File: src/rtl/su_mon_pkg.sv
package su_mon_pkg;

   // interrupt event reported by the error bucket to the status logic
   typedef enum logic [1:0] {
      EV_NONE   = 2'd0,
      EV_EXCESS = 2'd1,
      EV_REPEAT = 2'd2
   } irq_ev_e;

   // minimal width able to hold the value n
   function automatic int unsigned width_of(input int unsigned n);
      int unsigned w;
      w = 1;
      while ((1 << w) <= n) w++;
      return w;
   endfunction

endpackage

File: src/rtl/su_block_ctr.sv
module su_block_ctr #(
   parameter int unsigned BLOCK = 256,
   parameter int unsigned CW    = 8
) (
   input  logic          clk,
   input  logic          rst_n,
   input  logic          clr_i,
   input  logic          unit_i,
   output logic [CW-1:0] cnt_o,
   output logic          wrap_o
);

   localparam logic [CW-1:0] LAST = CW'(BLOCK - 1);
   localparam bit            POW2 = ((BLOCK & (BLOCK - 1)) == 0);

   logic [CW-1:0] cnt_q;
   logic [CW-1:0] cnt_inc;
   logic          at_last;

   assign at_last = (cnt_q == LAST);
   assign wrap_o  = unit_i && at_last && !clr_i;

   generate
      if (POW2) begin : g_pow2
         // width equals log2 of the block size, the adder wraps by itself
         assign cnt_inc = cnt_q + 1'b1;
      end else begin : g_mod
         assign cnt_inc = at_last ? '0 : cnt_q + 1'b1;
      end
   endgenerate

   always_ff @(posedge clk or negedge rst_n) begin
      if (!rst_n) begin
         cnt_q <= '0;
      end else if (clr_i) begin
         cnt_q <= '0;
      end else if (unit_i) begin
         cnt_q <= cnt_inc;
      end
   end

   assign cnt_o = cnt_q;

endmodule

File: src/rtl/su_err_bucket.sv
module su_err_bucket
   import su_mon_pkg::*;
#(
   parameter int unsigned THR_HI = 64,
   parameter int unsigned THR_LO = 32,
   parameter int unsigned EW     = 7
) (
   input  logic          clk,
   input  logic          rst_n,
   input  logic          clr_i,
   input  logic          err_i,
   input  logic          inval_i,
   input  logic          ok_i,
   input  logic          leak_i,
   input  logic          thr_sel_i,
   output logic [EW-1:0] cnt_o,
   output irq_ev_e       ev_o
);

   localparam logic [EW-1:0] T_HI = EW'(THR_HI);
   localparam logic [EW-1:0] T_LO = EW'(THR_LO);

   logic [EW-1:0] cnt_q;
   logic [EW-1:0] cnt_d;
   logic [EW-1:0] thr;
   logic          excess;
   logic          rpt_q;

   generate
      if (THR_HI == THR_LO) begin : g_fixed_thr
         assign thr = T_HI;
      end else begin : g_sel_thr
         assign thr = thr_sel_i ? T_LO : T_HI;
      end
   endgenerate

   assign excess = err_i && !leak_i && !clr_i && (cnt_q >= thr);

   always_comb begin
      cnt_d = cnt_q;
      if (clr_i || excess) begin
         cnt_d = '0;
      end else begin
         unique case ({err_i, leak_i})
            2'b10:   cnt_d = cnt_q + 1'b1;
            2'b01:   cnt_d = (cnt_q == '0) ? '0 : cnt_q - 1'b1;
            default: cnt_d = cnt_q;
         endcase
      end
   end

   always_ff @(posedge clk or negedge rst_n) begin
      if (!rst_n) begin
         cnt_q <= '0;
         rpt_q <= 1'b0;
      end else begin
         cnt_q <= cnt_d;
         if (excess && inval_i) begin
            rpt_q <= 1'b1;
         end else if (ok_i && !err_i) begin
            rpt_q <= 1'b0;
         end
      end
   end

   always_comb begin
      if (excess) begin
         ev_o = EV_EXCESS;
      end else if (rpt_q && err_i) begin
         ev_o = EV_REPEAT;
      end else begin
         ev_o = EV_NONE;
      end
   end

   assign cnt_o = cnt_q;

endmodule

File: src/rtl/su_irq_ctrl.sv
module su_irq_ctrl
   import su_mon_pkg::*;
(
   input  logic    clk,
   input  logic    rst_n,
   input  irq_ev_e ev_i,
   input  logic    stat_clr_i,
   input  logic    mask_i,
   output logic    stat_o,
   output logic    irq_o
);

   logic stat_q;

   always_ff @(posedge clk or negedge rst_n) begin
      if (!rst_n) begin
         stat_q <= 1'b0;
      end else if (ev_i != EV_NONE) begin
         stat_q <= 1'b1;
      end else if (stat_clr_i) begin
         stat_q <= 1'b0;
      end
   end

   assign stat_o = stat_q;
   assign irq_o  = stat_q && !mask_i;

endmodule

File: src/rtl/su_err_monitor.sv
module su_err_monitor
   import su_mon_pkg::*;
#(
   parameter int unsigned BLOCK  = 256,
   parameter int unsigned THR_HI = 64,
   parameter int unsigned THR_LO = 32
) (
   input  logic                                 clk,
   input  logic                                 rst_n,
   input  logic                                 unit_ok_i,
   input  logic                                 unit_err_i,
   input  logic                                 unit_inval_i,
   input  logic                                 thr_sel_i,
   input  logic                                 cnt_clr_i,
   input  logic                                 irq_mask_i,
   input  logic                                 stat_clr_i,
   output logic                                 irq_stat_o,
   output logic                                 irq_o,
   output logic [su_mon_pkg::width_of(BLOCK-1)-1:0] su_cnt_o,
   output logic [su_mon_pkg::width_of(THR_HI)-1:0]  err_cnt_o
);

   localparam int unsigned SU_W  = width_of(BLOCK - 1);
   localparam int unsigned ERR_W = width_of(THR_HI);

   generate
      if (BLOCK < 2) begin : g_bad_block
         $error("BLOCK must be at least 2");
      end
      if (THR_LO == 0 || THR_LO > THR_HI) begin : g_bad_thr
         $error("THR_LO must lie in 1..THR_HI");
      end
   endgenerate

   logic    unit_any;
   logic    blk_wrap;
   irq_ev_e ev;

   assign unit_any = unit_ok_i || unit_err_i;

   su_block_ctr #(
      .BLOCK (BLOCK),
      .CW    (SU_W)
   ) i_blk (
      .clk    (clk),
      .rst_n  (rst_n),
      .clr_i  (cnt_clr_i),
      .unit_i (unit_any),
      .cnt_o  (su_cnt_o),
      .wrap_o (blk_wrap)
   );

   su_err_bucket #(
      .THR_HI (THR_HI),
      .THR_LO (THR_LO),
      .EW     (ERR_W)
   ) i_bkt (
      .clk       (clk),
      .rst_n     (rst_n),
      .clr_i     (cnt_clr_i),
      .err_i     (unit_err_i),
      .inval_i   (unit_inval_i),
      .ok_i      (unit_ok_i),
      .leak_i    (blk_wrap),
      .thr_sel_i (thr_sel_i),
      .cnt_o     (err_cnt_o),
      .ev_o      (ev)
   );

   su_irq_ctrl i_irq (
      .clk        (clk),
      .rst_n      (rst_n),
      .ev_i       (ev),
      .stat_clr_i (stat_clr_i),
      .mask_i     (irq_mask_i),
      .stat_o     (irq_stat_o),
      .irq_o      (irq_o)
   );

endmodule

File: config.mk
export PLATFORM = sky130hd
export DESIGN_NAME = su_err_monitor
export DESIGN_NICKNAME = d
export VERILOG_FILES = /design/src/rtl/su_mon_pkg.sv /design/src/rtl/su_block_ctr.sv /design/src/rtl/su_err_bucket.sv /design/src/rtl/su_irq_ctrl.sv /design/src/rtl/su_err_monitor.sv
export SDC_FILE = /design/constraint.sdc
export NUM_CORES = 1
export LEC_CHECK = 0
export CORE_MARGIN = 2
export CORE_UTILIZATION = 49
export CTS_CLUSTER_DIAMETER = 60
export DETAILED_ROUTE_END_ITERATION = 6
export PLACE_DENSITY = 0.79
export SLEW_MARGIN = 20
export SYNTH_ARGS = -nofsm -noshare
export SYNTH_HDL_FRONTEND = slang
export SYNTH_SLANG_ARGS = --single-unit
File: constraint.sdc
create_clock -name clk -period 2.45 [get_ports clk]
set_input_delay 0.245 -clock clk [delete_from_list [all_inputs] [get_ports clk]]
set_output_delay 0.245 -clock clk [all_outputs]
set_load 0.01 [all_outputs]
Word-level counts from Yosys, hierarchy flattened
Cells that the tools add are included.

cells by class
  add/sub/neg operators = 3
  multiply operators = 0
  div/mod/pow operators = 0
  order comparisons = 1
  eq/ne operators = 3
  shifts and indexed selects = 0
  mux-type cells = 12
  bitwise operators = 0
  reductions and logical operators = 21

operators with widths
  operator                                             number
  two-way mux 7 bit                                    3
  two-way mux 8 bit                                    2
  one-hot mux 7 bit (2 select lines)                   1
  logical AND 1 bit                                    9
  adder 8 x 1 -> 8 bit, second input constant          1
  equality test 8 bit, second input constant           1
  nonzero test 2 bit                                   4
  adder 7 x 1 -> 7 bit, second input constant          1
  >= comparator 7 bit                                  1
  logical NOT 7 bit                                    1
  subtractor 7 x 1 -> 7 bit, second input constant     1
  logical NOT 1 bit                                    4
  two-way mux 1 bit                                    4
  two-way mux 2 bit                                    2
  nonzero test 3 bit                                   1
  equality test 2 x 1 -> 1 bit, second input constant  1
  equality test 2 bit, second input constant           1
  logical OR 1 bit                                     2

word-level totals
  bits in registers = 17
  latch bits = 0
  RAM bits = 0
  ROM bits = 0
  input port bits = 9
  memories = 0

Logic depth before layout (Yosys ltp)
Gate-level depths: netlist of run 1.

  word-level depth = 10
  gate-level depth with buffers = 9
  mapped depth without buffers = 8

Hierarchy
Synthesis of run 1 repeated with hierarchy kept, for this count alone.

unflattened totals
  cell total of the unflattened synthesis = 137
  area total of the unflattened synthesis = 1178.6 um^2

modules (own cells, without submodules)
  module          instances  cells each  area each (um^2)  sequential area each (um^2)
  su_err_bucket   1          91          739.5             200.2
  su_block_ctr    1          40          391.6             200.2
  su_irq_ctrl     1          5           41.3              25.0
  su_err_monitor  1          1           6.3               0.0

Worst setup path before layout of run 1
Ideal clock, no wire load.

  path type = flip-flop to flip-flop
  start = register i_blk.cnt_q[0], in the netlist i_blk.cnt_o[0]
  end = register i_bkt.cnt_q[6], in the netlist i_bkt.cnt_o[6]
  library setup time = 0.078 ns
  arrival = 2.076 ns
  data required time = 2.372 ns
  path slack = 0.296 ns
  stages on the path, launching flop included = 10
  buffers on the path = 1
  cells stage by stage = dfrtp_1 ha_1 o211ai_1 nor4b_1 ha_1 buf_2 and4b_1 a32oi_1 o21ai_0 a21oi_1

on the way
  cells in the longest elaborated chain, start to end = 9

ends and longest elaborated chain
  element                                                                          line                 source
  from (decl)                                                                      su_block_ctr.sv:16   logic [CW-1:0] cnt_q;
  from (signal assigned)                                                           su_block_ctr.sv:38   cnt_q <= cnt_inc;
  equality test 8 bit (*)                                                          su_block_ctr.sv:20   assign at_last = (cnt_q == LAST);
  logical AND 1 bit (*) (2 in series)                                              su_block_ctr.sv:21   assign wrap_o = unit_i && at_last && !clr_i;
  logical NOT 1 bit                                                                su_err_bucket.sv:37  assign excess = err_i && !leak_i && !clr_i && (cnt_q >= thr);
  logical AND 1 bit (3 in series)                                                  su_err_bucket.sv:37
  logical OR 1 bit                                                                 su_err_bucket.sv:41  if (clr_i || excess) begin
  nonzero test 3 bit (no source line) / two-way mux 7 bit (equally long branches)  --
  to (signal assigned)                                                             su_err_bucket.sv:57  cnt_q <= cnt_d;
  to (decl)                                                                        su_err_bucket.sv:23  logic [EW-1:0] cnt_q;

Mark *: on every way between the ends. The rest lies on a longest branch, timed or not.
A chain may end at the register's enable or synchronous reset.

Worst setup path after layout of run 1
  start = register i_blk.cnt_q[1], in the netlist i_blk.cnt_o[1]
  end = register i_bkt.cnt_q[5], in the netlist i_bkt.cnt_o[5]

The elaborated chain is that of the path after synthesis.

==> results of run 1 <==
cell usage after synthesis (4+ instances only):
cell type                 instances
sky130_fd_sc_hd__inv_1            9
sky130_fd_sc_hd__dfrtp_1         17
sky130_fd_sc_hd__nand2_1          5
sky130_fd_sc_hd__o21ai_0         10
sky130_fd_sc_hd__a21oi_1          8
sky130_fd_sc_hd__ha_1             7
sky130_fd_sc_hd__nor2_1          16
sky130_fd_sc_hd__nor2b_1          4
area by class of cell:
class	instances	area share [%]
repair buffers	35	22.1
flip-flops and latches	17	28.9
multi-input cells	90	42.5
clock buffers	3	1.53
inverters	9	2.29
well taps	28	2.38
clock inverters	1	0.340
routing by layer:
metal	GRT usage, %	up-vias	routed length, µm
met5	0	-	0
met4	7.21	0	21
met3	4.09	2	120
met2	32.7	28	1190
met1	30.1	494	1180
li1	-	507	-
how the worst max path moves through the flow:
| stage | end | slack (ns) | cells past startpoint |
|---|---|---|---|
| after floorplan | i_bkt.cnt_o[6] | 0.30 | 9 |
| after global placement | i_bkt.cnt_o[5] | 0.07 | 8 |
| after detailed placement | i_bkt.cnt_o[5] | 0.04 | 8 |
| after CTS | i_bkt.cnt_o[5] | 0.16 | 8 |
| after global routing | i_bkt.cnt_o[6] | 0.008 | 9 |
| final | i_bkt.cnt_o[5] | 0.29 | 8 |
where the power goes:
part	internal, mW	total (mW)	switching (mW)	leakage (nW)
Combinational	0.0712	0.131	0.0594	0.369
Sequential	0.292	0.302	0.0103	0.232
Clock	0.0606	0.153	0.0924	0.0177
Total	0.424	0.586	0.162	0.619
what timing repair did:
action                                  in CTS  in global routing
buffers inserted                             0                  3
gates resized for setup                      0                  1
endpoints found under the setup margin       0                  5
logic make-up (layout without fill, tap and decap cells):
kind of cell    Yosys count  count (layout)  share of synthesized area (%)
compound gates           32              32                           19.5
xor+xnor                  4               4                           3.21
fa+ha+maj                 7               7                           8.03
mux                       1               1                           1.03
flops                    17              17                           39.0
buf+inv                  12              48                           4.24
simple gates             46              46                           25.0
worst max-delay path, stage by stage (launching register included):
cell                       delay, ns
sky130_fd_sc_hd__dfrtp_1        0.38
sky130_fd_sc_hd__ha_1           0.17
sky130_fd_sc_hd__o211ai_1       0.13
sky130_fd_sc_hd__nor4b_2        0.33
sky130_fd_sc_hd__ha_1           0.22
sky130_fd_sc_hd__inv_1          0.08
sky130_fd_sc_hd__nor4b_1        0.34
sky130_fd_sc_hd__a211oi_1       0.15
sky130_fd_sc_hd__nor4bb_2       0.27
metrics by stage:
stage | cell area, µm² | hold slack [ns] | utilization, % | worst slack (ns)
finish | 1470 | 0.395 | 68.5 | 0.286
floorplan | 1090 | -0.0506 | - | 0.296
global placement | 1420 | 0.487 | 65.9 | 0.0733
detailed placement | 1420 | 0.501 | 65.9 | 0.0350
global route | 1470 | 0.449 | 68.5 | 0.00831
CTS | 1440 | 0.420 | 67.2 | 0.156
state kept, by name, indices dropped and copies added (netlist names):
| register | cells |
|---|---|
| i_blk.cnt_o | 8 |
| i_bkt.cnt_o | 7 |
| i_bkt.rpt_q | 1 |
| i_irq.stat_o | 1 |
==> results.md, run 1 <==
Cells and area:
- The post-route netlist has 12.9% of its cells at a drive strength greater than 1.
- Summing all flip-flop and latch instances after layout gives 425 µm².
- The leading cell type in the layout, fill and taps excluded is sky130_fd_sc_hd__clkdlybuf4s50_1.
- 0 antenna diodes ended up in the layout.
- The count of fill cells added during filler insertion is about 180.
- In the layout the commonest cells are 25 x sky130_fd_sc_hd__clkdlybuf4s50_1, 17 x sky130_fd_sc_hd__dfrtp_1, 16 x sky130_fd_sc_hd__nor2_1.
- The number of nets at the end of the flow is 172.
- The number of cells in the finished layout apart from fillers is 183.
- The relative area change from synthesis to final layout is 35.0%.
- In the final layout, the multi-input gates occupy 626 µm².

Run:
- The tool flagged a number of max-cap violations equal to 0.

Floorplan:
- The standard-cell row count is 17.
- For this configuration, the core starts out at a cell density of 50.8%.
- 26 I/O pins were placed.
- From left edge to right edge, the die measures slightly above 50 µm.
- The die area is 2620 µm².
- The core area is 2150 µm².
- The die outline height is 51.2 µm.

GRT:
- The global-route wire length before repair is 4220 µm.
- The number of antenna violations at the first check in global routing is 0.
- The pin count of the biggest net entering global routing is 18.
- The number of global-route vias before repair was about 1,000.
- For this run, the total global-route usage over all layers was measured as about a fifth.
- For this run the aggregate overflow at the end of global routing stands at 0.

Placement:
- The final HPWL from detailed placement is 1830 µm.
- During placement, the flow inserted port buffers numbering 25.
- At the end of routability-driven placement, the weighted congestion stood at 0.873.
- The total instance count after detailed placement is 176.

Timing:
- Measured against its own limit, the worst slew margin works out to 48.8%.
- For this run, the top clock speed supported by timing is ~0.46 GHz.
- The final clock skew is around 0.0015 ns.
- The hold violation count in the final report is 0.
- The max-slew violation total from the final report is 0.
- The slew at the pin closest to its max-slew limit is 0.766 ns.
- The minimum clock period is 2.16 ns.
- Setup violations remaining at the end of the flow were counted as 0.
- Setup repair after global routing left no endpoint under its margin.
- In the finished design, the share of the clock period the worst path needs comes to 88.3%.
- Setup total negative slack on the finished layout was measured at 0 ns.

Synthesis:
- The warning count from the yosys run is 0.
- The total of flip-flops plus latches after synthesis is 17.
- Synthesis produced a netlist whose cell count is 119.
- Of all flip-flops after synthesis, the portion carrying an async set or reset was between 90% and 100%.
- The largest area contributor in the synthesized netlist is sky130_fd_sc_hd__dfrtp_1.
- Sequential elements use approximately two fifths of the synthesized area.
- Yosys attributes the largest share of cell area to sky130_fd_sc_hd__dfrtp_1 39%, sky130_fd_sc_hd__ha_1 8.0%, sky130_fd_sc_hd__nor2_1 5.5%.
- The netlist area before placement is roughly 1100 µm².
- The top-area cell type share of the netlist area is 39.0%.
- The number of distinct library cell variants in the gate-level netlist after synthesis is 36.
- The post-synthesis area per instance is 9.17 µm².
- Counting every net in the synthesized netlist gives 135.
- Counting flops with a built-in enable in the synthesized netlist gives 0.
- The most used flip-flop cell after synthesis is sky130_fd_sc_hd__dfrtp_1.

Routing:
- For this run, design rule violations remaining after detail routing come to 0.
- After the first detailed-routing iteration, the DRC count stood at 23.
- The remaining number of nets flagged by the antenna check after routing is 0.
- The number of vias after detailed routing is 1,031.
- For this run, the detailed router's first-pass iteration total came to 4.
- The routed wire length per instance is 13.8 µm.
- The total wire length after detailed routing is 2520 µm.
- In the routed layout, each cell is associated on average with a via count of 5.63.

Setup path:
- The reg2reg setup slack is ~0.29 ns.
- The worst register-to-register path ends at i_bkt.cnt_o[5].
- Along the worst path, the maximum fanout reaches 4.
- For the worst setup path, the data required time is 2.65 ns.
- Data arrives at the worst endpoint at ~2.4 ns.
- In this run the critical register-to-register path is launched from i_blk.cnt_o[1].
- The setup path with the least slack is of type register to register.
- Tracing the worst setup path back leads to its startpoint at i_blk.cnt_o[1].
- The worst setup path is captured at a register.
- The type of origin of the critical path is a register.
- The number of cells on the worst reg-to-reg path is 8.

Pwr:
- The worst ir drop on vdd is 0.284 mV.
- The leakage dissipation is 0.619 nW.
- Power spread over the standard cell area amounts to 398 nW/µm².
- The post-layout total power is 0.586 mW.

CTS:
- The clock sink count is 17.
- The number of hold-repair buffers added at the cts stage is 0.
- In this run the number of H-tree levels came out at 1.
- TritonCTS built the clock tree.
- The number of buffers created by CTS is 3.
- The master cell of the clock root buffer is sky130_fd_sc_hd__clkbuf_4.
- The CTS clock-pin slew for the worst setup and hold paths is 0.11 ns.
- The maximum clock path buffer count is 2.
- The later pin in the worst-skew pair is clocked with a latency of 0.29 ns.

Hold path:
- The worst hold path belongs to the class input port to async pin.

Outcome:
- The flow ran to the end, and the final reports show no timing, DRC or antenna violations.
Note: power is estimated with default switching activity, not from simulation.
==> inputs of run 2 (changes only) <==
CORE_MARGIN = unset   (was 2)
==> run 2 against run 1 <==
Clock power is essentially flat. Flip-flop and latch count is the same. Utilization grew 3.6 points. Worst setup slack lost 0.078 ns. Combinational power shrank 5%. Clock skew grew 0.0030 ns. Worst hold slack lost 0.023 ns. Sequential power is essentially flat. Critical path type unchanged. Largest cell class unchanged. Largest power group unchanged. Highest routed layer unchanged.
==> results.md, run 2 (same netlist as run 1, synthesis figures left out) <==
CTS:
- The master cell of the clock root buffer is sky130_fd_sc_hd__clkbuf_4 (unchanged).
- The number of buffers inserted by post-CTS setup repair is 0 (unchanged).
- The number of buffers created by CTS is 3 (unchanged).
- The CTS clock-pin slew for the worst setup and hold paths is 0.10 ns (was 0.11 ns).
- The H-tree depth reported by CTS is 1 (unchanged).
- The clock insertion delay at the later pin of the skew report is 0.30 ns (was 0.29 ns).
- The maximum clock path buffer count is 2 (unchanged).
- The clock sink count came to 17 (unchanged).
- The CTS tree is built (unchanged).

Pwr:
- The post-layout total power is 0.583 mW (was 0.586 mW).
- The clock power share is 26.3% (was 26.1%).
- The share of total power consumed by net switching is 27.8% (was 27.7%).
- The leakage dissipation came to 0.606 nW (was 0.619 nW).
- The internal power of the cells is 0.420 mW (was 0.424 mW).
- The fraction of power consumed by sequential logic is 52.3% (was 51.6%).
- The power share of the combinational group came to 21.4% (was 22.3%).
- The power per cell area is 399 nW/µm² (was 398 nW/µm²).
- The worst ir drop on vdd is 0.396 mV (was 0.284 mV).
- The reported net switching power was 0.162 mW (about the same).

Timing:
- The max-slew violation total from the final report is 0 (unchanged).
- The share of the clock period used by the worst path after layout came to 91.5% (was 88.3%).
- The hold violation count in the final report is 0 (unchanged).
- The setup slack after layout came to 0.208 ns (was 0.286 ns).
- The minimum clock period is 2.24 ns (was 2.16 ns).
- The remaining max-slew budget at the tightest pin is 51.2% (was 48.8%).
- The maximum clock frequency is 0.446 GHz (was 0.462 GHz).
- RSZ-0062 raised after global routing: yes (was no).
- The final clock skew was 0.00448 ns (was 0.00151 ns).
- The smallest hold slack came to 0.372 ns (was 0.395 ns).
- The slew at the pin closest to its max-slew limit is 0.729 ns (was 0.766 ns).
- The final setup TNS came to 0 ns (unchanged).
- The number of setup violations in the final report came to 0 (unchanged).

Floorplan:
- The core area was 2020 µm² (was 2150 µm²).
- The die area came to 2420 µm² (was 2620 µm²).
- The standard-cell row count is 16 (was 17).
- The overall die width came to 49.2 µm (was 51.2 µm).
- The count of boundary I/O pins was 26 (unchanged).
- The die outline height was 49.2 µm (was 51.2 µm).
- The starting density of the core was 54.0% (was 50.8%).

Placement:
- The placed cell area is 1420 µm² (about the same).
- The final weighted congestion in routability-driven placement is 0.887 (was 0.873).
- The count of input and output buffers is 25 (unchanged).
- The total instance count after detailed placement came to 175 (was 176).
- The worst slack after detailed placement was -0.0421 ns (was 0.0350 ns).
- The final HPWL from detailed placement was 1910 µm (was 1830 µm).

Routing:
- The total wire length after detailed routing is 2590 µm (was 2520 µm).
- The violation count after the first detailed-route iteration is 29 (was 23).
- The ratio of routed vias to standard cells came to 5.90 (was 5.63).
- The number of vias after detailed routing is 1,056 (was 1,031).
- The post-detailed-route DRC marker count is 0 (unchanged).
- The remaining number of nets flagged by the antenna check after routing came to 0 (unchanged).
- The number of iterations in the first detailed-routing pass is 4 (unchanged).
- The routed wire length per instance was 14.5 µm (was 13.8 µm).

Cells and area:
- The number of inserted diodes is 0 (unchanged).
- The leading cell type in the layout, fill and taps excluded is sky130_fd_sc_hd__clkdlybuf4s50_1 (unchanged).
- The number of nets at the end of the flow was 169 (was 172).
- The number of flip-flops in the largest register was 8 (unchanged).
- Commonest cells after routing, fill and taps aside: 25 x sky130_fd_sc_hd__clkdlybuf4s50_1, 17 x sky130_fd_sc_hd__dfrtp_1, 16 x sky130_fd_sc_hd__nor2_1 (unchanged).
- The share of layout cells above drive strength 1 is 11.8% (was 12.9%).
- The number of cells in the finished layout apart from fillers is 179 (was 183).
- The relative area change from synthesis to final layout is 33.7% (was 35.0%).
- The summed area of non-filler cells in the final layout is 1460 µm² (was 1470 µm²).
- The post-layout utilization of the core came to 72.2% (was 68.5%).

Setup path:
- The top fanout value on the critical path is 10 (was 4).
- The reg2reg setup slack is 0.21 ns (was 0.29 ns).
- The sort of element at the end of the critical path is a register (unchanged).
- The start-to-end type of the worst setup path is register to register (unchanged).
- The type of origin of the critical path is a register (unchanged).
- The data arrival at the endpoint of the critical path came to 2.45 ns (was 2.36 ns).
- The worst endpoint required time is 2.66 ns (was 2.65 ns).

GRT:
- The pin count of the biggest net entering global routing was 18 (unchanged).
- The number of antenna violations at the first check in global routing is 0 (unchanged).
- The number of global-route vias before repair is 1,024 (was 1,003).
- The global-route wire length before repair came to 4600 µm (was 4220 µm).
- The total routing usage reported by global routing is 24.3% (was 21.3%).
- The aggregate global routing overflow was 0 (unchanged).

Run:
- The total of max-cap violations is 0 (unchanged).

Outcome:
- Outcome: finished, final reports clean (unchanged).

Hold path:
- The worst min-delay path class is input port to async pin (unchanged).
[run 2: cell count changes in the layout (fill, tap and decap cells not counted)]
| cell | delta |
|---|---|
| sky130_fd_sc_hd__a2111oi_0 | -1 |
| sky130_fd_sc_hd__a2111oi_2 | +1 |
| sky130_fd_sc_hd__buf_4 | -3 |
| sky130_fd_sc_hd__clkbuf_1 | +1 |
| sky130_fd_sc_hd__clkinv_2 | -1 |
| sky130_fd_sc_hd__nor3b_1 | -1 |
| sky130_fd_sc_hd__nor3b_2 | +1 |
[run 2: final cells by class]
class                           count  area (µm²)
Clock buffer                        4        26.3
Fill cell                         146         563
Inverter                            9        33.8
Multi-Input combinational cell     90         637
Sequential cell                    17         425
Tap cell                           27        33.8
Timing Repair Buffer               32         303
[run 2: worst paths after layout]
check	from	endpoint	depth (start not counted)
setup / recovery	i_blk.cnt_o[0]	i_bkt.cnt_o[2]	9
hold / removal	rst_n	i_bkt.cnt_o[6]	1
setup reg to reg	i_blk.cnt_o[0]	i_bkt.cnt_o[2]	9
hold reg to reg	i_bkt.rpt_q	i_bkt.rpt_q	1
max in group asynchronous	rst_n	i_blk.cnt_o[5]	1
min in group clk	i_bkt.rpt_q	i_bkt.rpt_q	1
[run 2: timing repair]
action / CTS / global route
gates resized for setup: 0 / 4
hold buffers: 0 / 0
endpoints found under the setup margin: 0 / 5
[run 2: worst max-delay path: stages, from the launching register on]
cell,delay (ns)
sky130_fd_sc_hd__dfrtp_1,0.44
sky130_fd_sc_hd__ha_1,0.24
sky130_fd_sc_hd__o211ai_1,0.13
sky130_fd_sc_hd__nor4b_2,0.10
sky130_fd_sc_hd__ha_1,0.20
sky130_fd_sc_hd__buf_4,0.17
sky130_fd_sc_hd__nor3b_2,0.17
sky130_fd_sc_hd__a2111oi_2,0.40
sky130_fd_sc_hd__nor2_1,0.08
sky130_fd_sc_hd__a211oi_1,0.24
[run 2: power by group through the flow]
stage | registers (mW) | logic, mW | clock network [mW]
detailed placement | 0.310 | 0.121 | 0
finish | 0.305 | 0.125 | 0.153
global route | 0.307 | 0.137 | 0.166
global placement | 0.309 | 0.118 | 0
CTS | 0.305 | 0.122 | 0.157
floorplan | 0.313 | 0.0543 | 0
[run 2: per-layer routing]
metal | routed length (µm) | GRT usage, % | up-vias
li1 | - | - | 502
met1 | 1190 | 32.8 | 511
met2 | 1230 | 39.0 | 36
met3 | 131 | 3.12 | 7
met4 | 48 | 9.80 | 0
met5 | 0 | 0 | -
==> inputs of run 3 (changes only) <==
CELL_PAD_IN_SITES_DETAIL_PLACEMENT = 2   (was unset)
CELL_PAD_IN_SITES_GLOBAL_PLACEMENT = 2   (was unset)
CORE_UTILIZATION = 29   (was 49)
CTS_CLUSTER_DIAMETER = 150   (was 60)
GPL_ROUTABILITY_DRIVEN = 0   (was unset)
PLACE_DENSITY = unset   (was 0.79)
PLACE_DENSITY_LB_ADDON = 0.1   (was unset)
==> run 3 against run 2 <==
Sequential share of layout area fell by 0.61 points. Maximum frequency rose by 0.91%. Cell count rose by 10%. Sequential power barely moved. Non-clock buffer count fell by 1. Highest routed layer unchanged. Routed wire length rose by 24%.
==> results.md, run 3 (same netlist as run 1, synthesis figures left out) <==
Outcome:
- Outcome: finished, final reports clean (unchanged).

Floorplan:
- The die area is 4010 µm² (was 2420 µm²).
- The starting density of the core is 31.5% (was 54.0%).
- The die outline height came to 63.3 µm (was 49.2 µm).
- The standard-cell row count is 21 (was 16).
- The overall die width is 63.3 µm (was 49.2 µm).
- The core area is 3470 µm² (was 2020 µm²).
- The count of boundary I/O pins is 26 (unchanged).

Setup path:
- The count of cells along the worst register-to-register path came to 9 (unchanged).
- The top fanout value on the critical path came to 10 (unchanged).
- The origin of the critical flop-to-flop path is i_blk.cnt_o[0] (unchanged).
- The endpoint of the most critical setup path is i_bkt.cnt_o[6] (was i_bkt.cnt_o[2]).
- The capture instance of the worst register-to-register path is i_bkt.cnt_o[6] (was i_bkt.cnt_o[2]).
- The reg2reg setup slack came to 0.23 ns (was 0.21 ns).
- The data arrival at the endpoint of the critical path is 2.40 ns (was 2.45 ns).
- The worst endpoint required time was 2.63 ns (was 2.66 ns).
- The sort of element at the end of the critical path is a register (unchanged).
- The critical path launch point is i_blk.cnt_o[0] (unchanged).
- The type of origin of the critical path was a register (unchanged).
- The start-to-end type of the worst setup path is register to register (unchanged).

GRT:
- The global-route wire length before repair is 5510 µm (was 4600 µm).
- The met2 usage in global routing is 33.8% (was 39.0%).
- The routing usage on met1 is 19.1% (was 32.8%).
- The pin count of the biggest net entering global routing was 18 (unchanged).
- The aggregate global routing overflow is 0 (unchanged).
- The number of global-route vias before repair came to 1,188 (was 1,024).
- The met3 demand-to-capacity share in global routing was 2.72% (was 3.12%).
- The number of antenna violations at the first check in global routing is 0 (unchanged).
- The layer with the highest usage after global routing is met2 (unchanged).
- The total routing usage reported by global routing came to 17.6% (was 24.3%).

Run:
- The total of max-cap violations is 0 (unchanged).

Routing:
- The violation count after the first detailed-route iteration was 16 (was 29).
- The ratio of routed vias to standard cells is 5.31 (was 5.90).
- The total wire length after detailed routing came to 3210 µm (was 2590 µm).
- The post-detailed-route DRC marker count came to 0 (unchanged).
- The number of iterations in the first detailed-routing pass is 4 (unchanged).
- The routed wire length per instance came to 16.3 µm (was 14.5 µm).
- The number of vias after detailed routing is 1,046 (was 1,056).
- The remaining number of nets flagged by the antenna check after routing is 0 (unchanged).

Timing:
- The final setup TNS is 0 ns (unchanged).
- The slew at the pin closest to its max-slew limit is 0.828 ns (was 0.729 ns).
- The number of setup violations in the final report was 0 (unchanged).
- The maximum clock frequency is 0.450 GHz (was 0.446 GHz).
- The smallest hold slack is 0.464 ns (was 0.372 ns).
- The share of the clock period used by the worst path after layout is 90.7% (was 91.5%).
- RSZ-0062 raised after global routing: no (was yes).
- The final clock skew is 0.00286 ns (was 0.00448 ns).
- The minimum clock period was 2.22 ns (was 2.24 ns).
- The max-slew violation total from the final report is 0 (unchanged).
- The hold violation count in the final report is 0 (unchanged).
- The remaining max-slew budget at the tightest pin is 44.6% (was 51.2%).

Cells and area:
- The number of inserted diodes is 0 (unchanged).
- The relative area change from synthesis to final layout is 36.6% (was 33.7%).
- The number of nets at the end of the flow is 168 (was 169).
- The share of layout cells above drive strength 1 came to 10.6% (was 11.8%).
- The post-layout utilization of the core was 43.0% (was 72.2%).
- The number of cells in the finished layout apart from fillers is 197 (was 179).
- The number of flip-flops in the largest register is 8 (unchanged).
- The leading cell type in the layout, fill and taps excluded is sky130_fd_sc_hd__clkdlybuf4s50_1 (unchanged).
- Commonest cells after routing, fill and taps aside: 25 x sky130_fd_sc_hd__clkdlybuf4s50_1, 17 x sky130_fd_sc_hd__dfrtp_1, 16 x sky130_fd_sc_hd__nor2_1 (unchanged).

Placement:
- The final HPWL from detailed placement was 2500 µm (was 1910 µm).
- The total instance count after detailed placement came to 193 (was 175).
- The count of input and output buffers was 25 (unchanged).

CTS:
- The maximum clock path buffer count was 2 (unchanged).
- The clock insertion delay at the later pin of the skew report is 0.25 ns (was 0.30 ns).
- The number of buffers created by CTS came to 3 (unchanged).
- The master cell of the clock root buffer is sky130_fd_sc_hd__clkbuf_8 (was sky130_fd_sc_hd__clkbuf_4).
- The clock sink count is 17 (unchanged).
- The H-tree depth reported by CTS is 1 (unchanged).
- The CTS tree is built (unchanged).
- The CTS clock-pin slew for the worst setup and hold paths came to 0.07 ns (was 0.10 ns).

Pwr:
- The power per cell area is 433 nW/µm² (was 399 nW/µm²).
- The worst ir drop on vdd came to 0.150 mV (was 0.396 mV).
- The leakage dissipation is 0.606 nW (about the same).
- The post-layout total power was 0.645 mW (was 0.583 mW).

Hold path:
- The worst min-delay path class is input port to async pin (unchanged).
[run 3: cell types whose count changed in the layout (fill, tap and decap cells not counted), sizes merged]
cell  delta
buf      -1
[run 3: power by group]
group	leakage, nW	internal (mW)	switching [mW]	total [mW]
Clock	0.0228	0.116	0.101	0.217
Combinational	0.351	0.0636	0.0590	0.123
Sequential	0.232	0.292	0.0131	0.305
[run 3: metrics by stage]
stage / instance area (µm²) / setup slack, ns
after floorplan: 1090 / 0.296
after global placement: 1430 / 0.0445
after detailed placement: 1430 / -0.102
after CTS: 1480 / 0.0625
after global routing: 1490 / 0.00515
final: 1490 / 0.228
[run 3: how the worst min path moves through the flow]
stage,start,to,slack [ns]
3_5_place_dp,i_bkt.rpt_q,i_bkt.rpt_q,0.50
3_3_place_gp,i_bkt.rpt_q,i_bkt.rpt_q,0.49
4_1_cts,rst_n,i_blk.cnt_o[6],0.51
2_1_floorplan,rst_n,i_bkt.cnt_o[0],-0.05
6_report,rst_n,i_blk.cnt_o[6],0.46
5_1_grt,rst_n,i_blk.cnt_o[6],0.54
[run 3: critical path, stage by stage (launching register included)]
cell	delay, ns
sky130_fd_sc_hd__dfrtp_1	0.41
sky130_fd_sc_hd__ha_1	0.20
sky130_fd_sc_hd__o211ai_1	0.13
sky130_fd_sc_hd__nor4b_2	0.33
sky130_fd_sc_hd__ha_1	0.23
sky130_fd_sc_hd__buf_4	0.17
sky130_fd_sc_hd__and4b_1	0.25
sky130_fd_sc_hd__a32oi_1	0.19
sky130_fd_sc_hd__o21ai_0	0.09
sky130_fd_sc_hd__a21oi_1	0.14
[run 3: repair_timing]
| item | in CTS | in global routing |
|---|---|---|
| endpoints found under the setup margin | 0 | 5 |
| hold endpoints to repair | 0 | 0 |
| gates resized for setup | 0 | 3 |
| hold buffers | 0 | 0 |
| setup buffers | 0 | 0 |
[run 3: layout make-up]
class,count,area [µm²]
Fill cell,384,1980
Multi-Input combinational cell,90,633
Inverter,9,33.8
Tap cell,46,57.6
Clock buffer,4,45.0
Sequential cell,17,425
Timing Repair Buffer,31,295
[run 3: layer usage]
layer | up-vias | part of all wire [%]
met5 | - | 0
met4 | 0 | 1.4
met3 | 4 | 2.7
met2 | 16 | 54
met1 | 527 | 42
li1 | 499 | -
